--- src/rtl/ptl_pkg.sv ---
package ptl_pkg;

    typedef enum logic [1:0] {
        OP_PREV,
        OP_ONCE,
        OP_HIST
    } ptl_unary_e;

    typedef struct packed {
        logic state;
        logic held;
    } ptl_op_regs_t;

    typedef struct packed {
        logic req_seen;
        logic verdict;
        logic viol;
    } ptl_top_regs_t;

endpackage

--- src/rtl/ptl_unary.sv ---
module ptl_unary
    import ptl_pkg::*;
#(
    parameter ptl_unary_e OP = OP_ONCE
) (
    input  logic clk_i,
    input  logic rst_i,
    input  logic step_i,
    input  logic a_i,
    output logic held_o
);

    // Empty history: "always" is vacuously true, the others are false.
    localparam logic INIT = (OP == OP_HIST) ? 1'b1 : 1'b0;

    ptl_op_regs_t r_q, r_d;
    logic now_w;      // operator value including this step
    logic nxt_w;      // next state bit

    generate
        if (OP == OP_PREV) begin : g_prev
            assign now_w = r_q.state;
            assign nxt_w = a_i;
        end else if (OP == OP_ONCE) begin : g_once
            assign now_w = a_i | r_q.state;
            assign nxt_w = now_w;
        end else begin : g_hist
            assign now_w = a_i & r_q.state;
            assign nxt_w = now_w;
        end
    endgenerate

    always_comb begin
        r_d = r_q;
        if (rst_i) begin
            r_d.state = INIT;
            r_d.held  = INIT;
        end else if (step_i) begin
            r_d.state = nxt_w;
            r_d.held  = now_w;
        end
    end

    always_ff @(posedge clk_i) begin
        r_q <= r_d;
    end

    assign held_o = r_q.held;

    AST_OP_QUIET: assert property (@(posedge clk_i) disable iff (rst_i)
        !step_i |=> $stable(held_o));

    generate
        if (OP == OP_PREV) begin : g_ast_prev
            AST_PREV_FOLLOWS: assert property (@(posedge clk_i) disable iff (rst_i)
                step_i ##1 step_i |=> held_o == $past(a_i, 2));
        end else if (OP == OP_ONCE) begin : g_ast_once
            AST_ONCE_SETS: assert property (@(posedge clk_i) disable iff (rst_i)
                step_i && a_i |=> held_o);
            AST_ONCE_STICKS: assert property (@(posedge clk_i) disable iff (rst_i)
                held_o |=> held_o);
        end else begin : g_ast_hist
            AST_HIST_CLEARS: assert property (@(posedge clk_i) disable iff (rst_i)
                step_i && !a_i |=> !held_o);
            AST_HIST_STICKS: assert property (@(posedge clk_i) disable iff (rst_i)
                !held_o |=> !held_o);
        end
    endgenerate

endmodule

--- src/rtl/ptl_since.sv ---
module ptl_since
    import ptl_pkg::*;
(
    input  logic clk_i,
    input  logic rst_i,
    input  logic step_i,
    input  logic a_i,
    input  logic b_i,
    output logic held_o
);

    ptl_op_regs_t r_q, r_d;
    logic now_w;

    // Value including this step: B now, or A now and held before.
    assign now_w = b_i | (a_i & r_q.state);

    always_comb begin
        r_d = r_q;
        if (rst_i) begin
            r_d.state = 1'b0;
            r_d.held  = 1'b0;
        end else if (step_i) begin
            r_d.state = now_w;
            r_d.held  = now_w;
        end
    end

    always_ff @(posedge clk_i) begin
        r_q <= r_d;
    end

    assign held_o = r_q.held;

    AST_SINCE_ANCHOR: assert property (@(posedge clk_i) disable iff (rst_i)
        step_i && b_i |=> held_o);
    AST_SINCE_BREAK: assert property (@(posedge clk_i) disable iff (rst_i)
        step_i && !a_i && !b_i |=> !held_o);
    AST_SINCE_QUIET: assert property (@(posedge clk_i) disable iff (rst_i)
        !step_i |=> $stable(held_o));

endmodule

--- src/rtl/ptl_monitor.sv ---
module ptl_monitor
    import ptl_pkg::*;
(
    input  logic clk_i,
    input  logic rst_i,
    input  logic step_i,
    input  logic grant_i,
    input  logic request_i,
    input  logic a_i,
    input  logic b_i,
    output logic verdict_o,
    output logic violation_o,
    output logic prev_o,
    output logic once_o,
    output logic hist_o,
    output logic since_o
);

    ptl_top_regs_t r_q, r_d;
    logic seen_nxt_w;
    logic verdict_w;

    // Parallel update: the verdict reads the request record's next value.
    assign seen_nxt_w = request_i | r_q.req_seen;
    assign verdict_w  = ~grant_i | seen_nxt_w;

    always_comb begin
        r_d      = r_q;
        r_d.viol = 1'b0;
        if (rst_i) begin
            r_d.req_seen = 1'b0;
            r_d.verdict  = 1'b1;
        end else if (step_i) begin
            r_d.req_seen = seen_nxt_w;
            r_d.verdict  = verdict_w;
            r_d.viol     = ~verdict_w;
        end
    end

    always_ff @(posedge clk_i) begin
        r_q <= r_d;
    end

    assign verdict_o   = r_q.verdict;
    assign violation_o = r_q.viol;

    ptl_unary #(.OP(OP_PREV)) u_prev (
        .clk_i (clk_i), .rst_i (rst_i), .step_i (step_i), .a_i (a_i), .held_o (prev_o)
    );

    ptl_unary #(.OP(OP_ONCE)) u_once (
        .clk_i (clk_i), .rst_i (rst_i), .step_i (step_i), .a_i (a_i), .held_o (once_o)
    );

    ptl_unary #(.OP(OP_HIST)) u_hist (
        .clk_i (clk_i), .rst_i (rst_i), .step_i (step_i), .a_i (a_i), .held_o (hist_o)
    );

    ptl_since u_since (
        .clk_i (clk_i), .rst_i (rst_i), .step_i (step_i),
        .a_i (a_i), .b_i (b_i), .held_o (since_o)
    );

    AST_VIOL_NEEDS_STEP: assert property (@(posedge clk_i) disable iff (rst_i)
        !step_i |=> !violation_o);
    AST_VIOL_LOW_VERDICT: assert property (@(posedge clk_i) disable iff (rst_i)
        violation_o |-> !verdict_o);
    AST_VERDICT_QUIET: assert property (@(posedge clk_i) disable iff (rst_i)
        !step_i |=> $stable(verdict_o));
    AST_REQ_SAME_STEP: assert property (@(posedge clk_i) disable iff (rst_i)
        step_i && request_i |=> verdict_o);
    AST_NO_GRANT_PASS: assert property (@(posedge clk_i) disable iff (rst_i)
        step_i && !grant_i |=> verdict_o);

endmodule

--- config.mk ---
export PLATFORM = sky130hd
export DESIGN_NAME = ptl_monitor
export DESIGN_NICKNAME = d
export VERILOG_FILES = /design/src/rtl/ptl_pkg.sv /design/src/rtl/ptl_unary.sv /design/src/rtl/ptl_since.sv /design/src/rtl/ptl_monitor.sv
export SDC_FILE = /design/constraint.sdc
export NUM_CORES = 1
export LEC_CHECK = 0
export BUFFER_PORTS_ARGS = -buffer_cell sky130_fd_sc_hd__buf_2
export CORE_AREA = 5 5 42 44
export CTS_CLUSTER_DIAMETER = 150
export DETAILED_ROUTE_END_ITERATION = 10
export DIE_AREA = 0 0 47 49
export PLACE_DENSITY = 0.53
export SLEW_MARGIN = 20
export SYNTH_ARGS = -nofsm -noshare
export SYNTH_HDL_FRONTEND = slang
export SYNTH_SLANG_ARGS = --single-unit
--- constraint.sdc ---
create_clock -name clk_i -period 1.2 [get_ports clk_i]
set_clock_uncertainty 0.1 [all_clocks]
set_input_delay 0.12 -clock clk_i [delete_from_list [all_inputs] [get_ports clk_i]]
set_output_delay 0.12 -clock clk_i [all_outputs]
set_load 0.03 [all_outputs]
After elaboration in Yosys (flattened, before gate mapping)

Index checks and enable logic that the tools add are counted.

Flip-flop bits (word level): 8
Output and inout bits: 6
Word-level logic and storage cells: 18

Bitwise logic cells: 9
Reduce and logical (&&, ||, !) cells: 1

Operators with widths:

| cell             | count |
|---|---|
| $or A1 B1 Y1     | 4 |
| $not A1 Y1       | 3 |
| $and A1 B1 Y1    | 2 |
| $reduce_or A2 Y1 | 1 |

Logic depth before layout (Yosys ltp)

Gate-level depths: netlist of the first run.

Depth in word-level cells: 3
Depth in mapped cells: 4
Depth with buffers taken out: 3

By module

From an unflattened synthesis of the first run, not the netlist that was laid out.

Cells, all modules: 27
Area, all modules: 287.8 sq um

Modules (own cells, without submodules):

| module              | times used | cells an instance | area each (sq um) | seq. area each (sq um) |
|---|---|---|---|---|
| ptl_monitor         | 1          | 10                | 101.3             | 60.1 |
| ptl_unary at u_prev | 1          | 6                 | 67.6              | 40.0 |
| ptl_since           | 1          | 5                 | 56.3              | 20.0 |
| ptl_unary at u_hist | 1          | 3                 | 33.8              | 20.0 |
| ptl_unary at u_once | 1          | 3                 | 28.8              | 20.0 |

Worst setup path before layout of the first run

OpenSTA, ideal clock, no wires.

Kind: register -> register
Start point: reg, netlist name verdict_o
End point: reg r_q (netlist bit verdict_o)
Library setup time: 118 ps
Arrival: 658 ps
Slack: 324 ps
Stages on the path, launching flop included: 3
Path buffers: 0
Period minus slack after synthesis: 876 ps
Cells stage by stage: dfxtp_1 nor3_1 nor2_2

RTL lines:

| item                   | line              | text |
|---|---|---|
| end signal: assignment | ptl_monitor.sv:41 | `r_q <= r_d;` |
| end: declaration       | ptl_monitor.sv:19 | `ptl_top_regs_t r_q, r_d;` |

Worst setup path after layout of the first run

Start point: reg r_q (netlist bit verdict_o)
End point: out verdict_o

RTL lines:

| item             | line              | text |
|---|---|---|
| end: declaration | ptl_monitor.sv:11 | `output logic verdict_o,` |

No word-level cell between the ends.

==> results of run 1 <==
-- per-stage QoR --
| stage | total power [W] | worst slack, ns |
|---|---|---|
| after floorplan | 0.000346 | 0.324 |
| after global placement | 0.000363 | 0.333 |
| after detailed placement | 0.000363 | 0.329 |
| after CTS | 0.000571 | 0.186 |
| after global routing | 0.000594 | 0.147 |
| final | 0.000558 | 0.203 |
-- kinds of logic (layout without fill, tap and decap cells) --
family          count (synthesis)  count (layout)  synth area share
compound gates                  4               4            0.0909
buf+inv                         2              15            0.0909
flops                           8               8             0.554
mux                             2               2            0.0693
simple gates                   10              10             0.195
-- power by group through the flow --
stage                     Clock [W]  Combinational, W  Sequential (W)
after floorplan                   0         0.0000340        0.000312
after global placement            0         0.0000705        0.000292
after detailed placement          0         0.0000703        0.000292
after CTS                  0.000214         0.0000704        0.000287
after global routing       0.000229         0.0000764        0.000288
final                      0.000202         0.0000693        0.000287
-- worst paths after layout --
check / from / end / slack (ns) / cells after the start
max: verdict_o$_SDFFE_PP1P_ / verdict_o / 0.20 / 1
min: request_i / r_q[2]$_SDFFE_PP0P_ / 0.01 / 3
max reg2reg: r_q[2]$_SDFFE_PP0P_ / verdict_o$_SDFFE_PP1P_ / 0.32 / 3
min reg2reg: u_hist.held_o$_SDFFE_PP1P_ / u_hist.held_o$_SDFFE_PP1P_ / 0.35 / 1
-- per-layer routing --
layer  part of all wire  global-route usage
met1               0.38              0.0507
met2               0.59              0.0882
met3              0.026              0.0332
met4             0.0093              0.0691
met5                  0                   0
-- layout make-up --
cell class                      instances  area (µm²)  share of cell area
Multi-Input combinational cell         16         103               0.281
Sequential cell                         8         160               0.438
Timing Repair Buffer                   12        60.1               0.164
Tap cell                               16        20.0              0.0548
Clock buffer                            3        22.5              0.0616
-- sequential cells by signal, summed over array words and instances, names as in the netlist --
| register | count |
|---|---|
| r_q | 1 |
| u_hist.held_o | 1 |
| u_once.r_q | 1 |
| u_prev.held_o | 1 |
| u_prev.now_w | 1 |
| u_since.r_q | 1 |
| verdict_o | 1 |
| violation_o | 1 |
-- layout by cell type, fill, tap and decap left out --
master / instances
buf_2: 12
dfxtp_1: 8
nor2_1: 5
clkbuf_4: 3
a21oi_1: 2
nor2_2: 2
mux2i_1: 2
nand2b_1: 1
a21o_2: 1
and4b_4: 1
nor3_1: 1
a22oi_1: 1
==> metrics.yaml, run 1 <==
status: "complete, no violations"
setup_viol: 0
vias_per_cell: 4.00
core_area_um2: 1400
ys_seq_area_frac: 0.554
synth_edf_count: 0
wl_per_cell_um: 9.73
htreeDepth: 1
wirelength_um: 535
die_w_um: 47
setup.worst_path.class: "reg2out"
min_path_type: "in2reg"
syn-cell-area_um2: 289
async_flop_share: 0
yosysMostFrequentCell: "dfxtp_1"
clock_path_buffers: 2
holdWs_ns: 0.0149
max_clock_freq_ghz: 1.00
synth_ff_type: "dfxtp_1"
numCtsBuffers: 3
clk_pin_slew_ns: 0.06
crit_required_ns: 0.98
swShare: 0.244
drv_slew: 0
postRouteAntennaNets: 0
synth_largest_area_cell: "dfxtp_1"
io_pins: 13
fin_cells: 55
critPathLaunchType: "flip-flop"
layout.nets: 48
p_leak_nw: 0.170
clk_latency_ns: 0.25
dr.pass1.iters: 1
grt_pass1_vias: 230
ys_warn_count: 0
initial_utilization: 0.206
setup.worst_path.end_class: "primary output"
final.fill_count: 165
maxCapViolCount: 0
yosys.area.top_type_share: 0.554
crit_chain: "buf_2"
num_antenna_cells: 0
placed_area_um2: 343
grt_setup_unrepaired: "false"
floorplan.rows: 14
post-route-period-util: 0.831
worst_slew_pin_slew_ns: 0.200
worst_path_max_delay_cell: "dfxtp_1"
overflow: 0
switchingPower_w: 0.000136
grt_max_degree: 9
synthTopCellsByArea: "dfxtp_1, mux2i_1, nor2_1, buf_8, and4b_4"
pwr-share-seq: 0.514
syn-num-nets: 33
ctsResizeCount: 0
syn_avg_cell_area_um2: 11.1
postCtsSetupBuffers: 0
dp_cells: 52
io_buffers: 12
synth_common_cells: "dfxtp_1, nor2_1, a21oi_1, mux2i_1, nor2_2"
postSynthCellCount: 26
final_hold_viol_count: 0
cp.arrival_ns: 0.78
drive_gt1_frac: 0.487
cts_hold_buf: 0
cts_sinks: 8
yosysUniqueCellTypes: 12
grt_pass1_wl_um: 910
fin_setup_tns_ns: 0
die-area_um2: 2300
combPwrFrac: 0.124
synthToLayoutAreaGrowth_pct: 26.4
relSlewSlack: 0.866
vias: 220
power_density_nw_per_um2: 1530
gp_congestion: 0.635
vdd_drop_max_uv: 487
cts_tree: "done"
internal_power_w: 0.000422
period_needed_ns: 0.997
grt_usage: 0.0606
worst_path_largest_cell_delay_ns: 0.33
crit_fanout: 2
post-route-util: 0.261
critical-path-top-delay-family: "flip-flops"
finish.instance_area_um2: 365
die_h_um: 49
cts_root_buffer: "clkbuf_4"
drc: 0
cp_num_buf_inv: 1
antenna_found_initial: 0
drtIter0Drc: 0
pwr-share-clk: 0.362
synth-seq-cells: 8
No activity file was read; power rests on OpenSTA's default activity.
==> inputs of run 2 (changes only) <==
==> constraint.sdc (replaced) <==
create_clock -name clk_i -period 1 [get_ports clk_i]
set_clock_uncertainty 0.1 [all_clocks]
set_input_delay 0.1 -clock clk_i [delete_from_list [all_inputs] [get_ports clk_i]]
set_output_delay 0.1 -clock clk_i [all_outputs]
set_load 0.03 [all_outputs]
==> run 2 against run 1 <==
Compared with the run above: via count rose by 3.6%; critical path depth did not move; first-iteration DRC count rose by 1; wire length rose by 5.4%; clock power rose by 19%; setup slack got worse by 0.17 ns; non-clock buffer count rose by 1; register-to-register slack got worse by 0.20 ns; global-route usage rose by 0.14 points; die area did not move; critical path type unchanged.
==> metrics.yaml, run 2 (synthesis results as in run 1) <==
clk_pin_slew_ns: 0.05  # about the same
die_h_um: 49  # unchanged
final.fill_count: 164  # -0.61%
grt_max_degree: 9  # unchanged
relSlewSlack: 0.866  # about the same
wl_per_cell_um: 10.1  # +3.5%
floorplan.rows: 14  # unchanged
final_hold_viol_count: 0  # unchanged
period_needed_ns: 0.963
cts_tree: "done"
wirelength_um: 564  # +5.4%
core_area_um2: 1400  # unchanged
crit_fanout: 2  # unchanged
cp_num_buf_inv: 1  # unchanged
maxCapViolCount: 0  # unchanged
initial_utilization: 0.206  # unchanged
post-route-util: 0.273  # +0.0125
critical-path-top-delay-family: "flip-flops"
crit_chain: "buf_2"
cp.arrival_ns: 0.76  # -0.02 ns
dr.pass1.iters: 3  # +2
grt_pass1_vias: 238  # +3.5%
vias: 228  # +3.6%
overflow: 0  # unchanged
grt_usage: 0.0620  # +0.00141
p_leak_nw: 0.176  # +3.5%
io_buffers: 12  # unchanged
mostFrequentLayoutCell: "buf_2"
worst_path_largest_cell_delay_ns: 0.32  # about the same
numCtsBuffers: 3  # unchanged
vdd_drop_max_uv: 585  # +20%
worst_slew_pin_slew_ns: 0.200  # -0.00000477 ns
reg2reg_slack_ns: 0.12  # -0.20 ns
layout_common_cells: "buf_2, dfxtp_1, nor2_1"
critPathLaunchType: "flip-flop"
setup.worst_path.end_class: "primary output"
drtIter0Drc: 1  # +1
crit_required_ns: 0.80  # -0.18 ns
cts_sinks: 8  # unchanged
layout.nets: 49  # +2.1%
htreeDepth: 1  # unchanged
grt_setup_unrepaired: "false"
clock_path_buffers: 2  # unchanged
die-area_um2: 2300  # unchanged
setup.worst_path.class: "reg2out"
fin_setup_tns_ns: 0  # unchanged
antenna_found_initial: 0  # unchanged
power_density_nw_per_um2: 1760  # +15%
num_antenna_cells: 0  # unchanged
max_clock_freq_ghz: 1.04
status: "complete, no violations"
postRouteAntennaNets: 0  # unchanged
worst_path_max_delay_cell: "dfxtp_1"
synthToLayoutAreaGrowth_pct: 32.5
postCtsSetupBuffers: 0  # unchanged
die_w_um: 47  # unchanged
cts_root_buffer: "clkbuf_4"
min_path_type: "in2reg"
setup_viol: 0  # unchanged
vias_per_cell: 4.07  # +1.8%
grt_pass1_wl_um: 938  # +3.1%
post-route-period-util: 0.963
drive_gt1_frac: 0.475  # -0.0122
drc: 0  # unchanged
drv_slew: 0  # unchanged
clk_latency_ns: 0.25  # about the same
io_pins: 13  # unchanged
gp_congestion: 0.635  # about the same
[run 2: final cells by class]
cell class                 count  area, µm²  share of cell area
tap                           16       20.0              0.0523
multi-input combinational     16        103               0.268
timing repair buffer          13       77.6               0.203
sequential                     8        160               0.418
clock buffer                   3       22.5              0.0588
[run 2: final timing paths]
kind / from / end / depth (start not counted)
worst max-delay path: u_prev.held_o$_SDFFE_PP0P_ / prev_o / 1
worst min-delay path: b_i / u_since.r_q[1]$_SDFFE_PP0P_ / 3
worst max register to register: r_q[2]$_SDFFE_PP0P_ / verdict_o$_SDFFE_PP1P_ / 3
worst min register to register: u_hist.held_o$_SDFFE_PP1P_ / u_hist.held_o$_SDFFE_PP1P_ / 1
[run 2: metrics by stage]
step / instances / hold WS, ns / setup WS, ns / cell area (µm²) / total power, W
final: 56 / 0.00908 / 0.0369 / 383 / 0.000675
after floorplan: 26 / 0.143 / 0.124 / 289 / 0.000415
after detailed placement: 52 / 0.259 / 0.129 / 343 / 0.000435
after global placement: 52 / 0.250 / 0.133 / 343 / 0.000435
after CTS: 56 / 0.00523 / 0.00565 / 375 / 0.000689
after global routing: 56 / 0.0170 / 0.000633 / 383 / 0.000720
[run 2: layer usage]
metal,global-route usage,vias up,wire length [µm]
met3,0.0332,2,14
li1,-,115,-
met1,0.0507,109,220
met5,0,-,0
met4,0.0691,0,5
met2,0.0928,2,324
[run 2: power breakdown]
group          switching [W]  internal [W]  total (W)
combinational      0.0000514     0.0000386  0.0000900
sequential        0.00000798      0.000336   0.000344
clock               0.000104      0.000137   0.000241
[run 2: timing repair]
action,4_1_cts,5_1_grt
resized for setup,0,5
setup endpoints to repair,0,3
hold buffers,1,0
hold endpoints to repair,1,0
==> inputs of run 3 (changes only) <==
--- a/config.mk
+++ b/config.mk
@@ -6,11 +6,13 @@
 export NUM_CORES = 1
 export LEC_CHECK = 0
 export BUFFER_PORTS_ARGS = -buffer_cell sky130_fd_sc_hd__buf_2
+export CELL_PAD_IN_SITES_DETAIL_PLACEMENT = 1
+export CELL_PAD_IN_SITES_GLOBAL_PLACEMENT = 2
 export CORE_AREA = 5 5 42 44
 export CTS_CLUSTER_DIAMETER = 150
 export DETAILED_ROUTE_END_ITERATION = 10
 export DIE_AREA = 0 0 47 49
-export PLACE_DENSITY = 0.53
+export PLACE_DENSITY = 0.74
 export SLEW_MARGIN = 20
 export SYNTH_ARGS = -nofsm -noshare
 export SYNTH_HDL_FRONTEND = slang
==> run 3 against run 2 <==
Compared with the run above: setup slack worse by 0.0055 ns; global-route usage up 0.55 points; sequential cell count unchanged; register-to-register slack about the same; worst hold slack better by 0.020 ns; critical path depth unchanged; non-clock buffer count up 3; via count up 5.7%; combinational power up 16%; critical endpoint is now once_o; sequential power about the same; utilization up 3.0 points.
==> metrics.yaml, run 3 (synthesis results as in run 1) <==
status: "complete, no violations"
pre_cts_ws_ns: 0.128  # -0.000822 ns
clock_path_buffers: 2  # unchanged
drv_slew: 0  # unchanged
grt_setup_unrepaired: "false"
r2r_end: "verdict_o$_SDFFE_PP1P_"
final_hold_viol_count: 0  # unchanged
grt_pass1_vias: 261  # +9.7%
endpoint: "once_o"
io_buffers: 12  # unchanged
critical-path-top-delay-family: "flip-flops"
postCtsSetupBuffers: 0  # unchanged
placed_area_um2: 343  # unchanged
cp.depth: 1  # unchanged
min_path_type: "in2reg"
crit_fanout: 2  # unchanged
hpwl_um: 451
cts_root_buffer: "clkbuf_4"
setup_viol: 0  # unchanged
clk_pin_slew_ns: 0.06  # about the same
setup.worst_path.class: "reg2out"
antenna_found_initial: 0  # unchanged
post-route-period-util: 0.969  # +0.00551
max_clock_freq_ghz: 1.03  # -0.57%
die_w_um: 47  # unchanged
wirelength_um: 640  # +13%
maxCapViolCount: 0  # unchanged
crit_start: "u_once.r_q[1]$_SDFFE_PP0P_"
gp_congestion: 0.599  # -5.7%
ff2ff_path_depth: 3  # unchanged
cts_tree: "done"
wl_per_cell_um: 10.8  # +7.7%
layout.nets: 52  # +6.1%
dr.pass1.iters: 1  # -2
layout_common_cells: "dfxtp_1, buf_2, nor2_1, clkbuf_4, dlygate4sd3_1"
p_leak_nw: 0.192  # +9.4%
die-area_um2: 2300  # unchanged
cts_sinks: 8  # unchanged
vdd_drop_max_uv: 653  # +12%
cp_num_buf_inv: 1  # unchanged
drc: 0  # unchanged
clk_latency_ns: 0.25  # about the same
core_area_um2: 1400  # unchanged
floorplan.rows: 14  # unchanged
io_pins: 13  # unchanged
drtIter0Drc: 0  # -1
power_density_nw_per_um2: 1650  # -6.5%
numCtsBuffers: 3  # unchanged
die_h_um: 49  # unchanged
power.total_w: 0.000701  # +3.9%
vias: 241  # +5.7%
overflow: 0  # unchanged
reg2reg_from: "r_q[2]$_SDFFE_PP0P_"
grt_pass1_wl_um: 1080  # +15%
mostFrequentLayoutCell: "dfxtp_1"
vias_per_cell: 4.08  # +0.33%
worst_path_largest_cell_delay_ns: 0.33  # about the same
crit_chain: "clkbuf_4"
grt_usage: 0.0676  # +0.00554
critPathLaunchType: "flip-flop"
initial_utilization: 0.206  # unchanged
worst_path_max_delay_cell: "dfxtp_1"
holdWs_ns: 0.0286  # +0.0196 ns
synthToLayoutAreaGrowth_pct: 47.2
setup.worst_path.end_class: "primary output"
fin_setup_tns_ns: 0  # unchanged
cp.arrival_ns: 0.77  # about the same
crit_required_ns: 0.80  # about the same
grt_max_degree: 9  # unchanged
reg2reg_slack_ns: 0.11  # about the same
worst_slew_pin_slew_ns: 0.211  # +0.0111 ns
postRouteAntennaNets: 0  # unchanged
relSlewSlack: 0.858  # -0.00745
finish.instance_area_um2: 425  # +11%
period_needed_ns: 0.969  # +0.00551 ns
setup_slack_ns: 0.0314  # -0.00551 ns
num_antenna_cells: 0  # unchanged
drive_gt1_frac: 0.442  # -0.0331
htreeDepth: 1  # unchanged
run 3: cell count changes in the layout (fill, tap and decap cells not counted), sizes merged:
cell	change
buf	-1
clkbuf	+1
dlygate4sd3	+3
run 3: power breakdown:
group          switching, W  internal, W  total [W]
clock network      0.000114     0.000138   0.000251
logic             0.0000539    0.0000506   0.000104
registers        0.00000928     0.000336   0.000345
total              0.000177     0.000524   0.000701
run 3: layout make-up:
class / instances / area (µm²)
fillers: 176 / 976
flip-flops and latches: 8 / 160
repair buffers: 16 / 120
multi-input cells: 16 / 103
clock buffers: 3 / 22.5
well taps: 16 / 20.0
run 3: through the flow:
step           utilization  std cells
6_report             0.304         59
5_1_grt              0.304         59
4_1_cts              0.291         59
3_5_place_dp         0.245         52
3_3_place_gp         0.245         52
2_1_floorplan            -         26
run 3: worst min path at each step:
stage | start | to | slack, ns | depth (start not counted)
global route | rst_i | u_once.r_q[1]$_SDFFE_PP0P_ | 0.03 | 2
floorplan | request_i | r_q[2]$_SDFFE_PP0P_ | 0.14 | 2
finish | rst_i | u_once.r_q[1]$_SDFFE_PP0P_ | 0.03 | 2
detailed placement | b_i | u_since.r_q[1]$_SDFFE_PP0P_ | 0.27 | 3
CTS | rst_i | u_once.r_q[1]$_SDFFE_PP0P_ | 0.02 | 2
global placement | request_i | r_q[2]$_SDFFE_PP0P_ | 0.25 | 3
run 3: routing by layer:
| metal | global-route usage | vias to the layer above | wire length (µm) | share of wire |
|---|---|---|---|---|
| li1 | - | 121 | - | - |
| met1 | 0.0789 | 113 | 291 | 0.45 |
| met2 | 0.0882 | 5 | 309 | 0.48 |
| met3 | 0.0221 | 2 | 16 | 0.025 |
| met4 | 0.0691 | 0 | 22 | 0.034 |
| met5 | 0 | - | 0 | 0 |
run 3: timing repair:
action,4_1_cts,5_1_grt
hold endpoints to repair,3,0
hold buffers,4,0
pin swaps,0,0
endpoints found under the setup margin,1,5
gates resized for setup,1,8
cloned,0,0
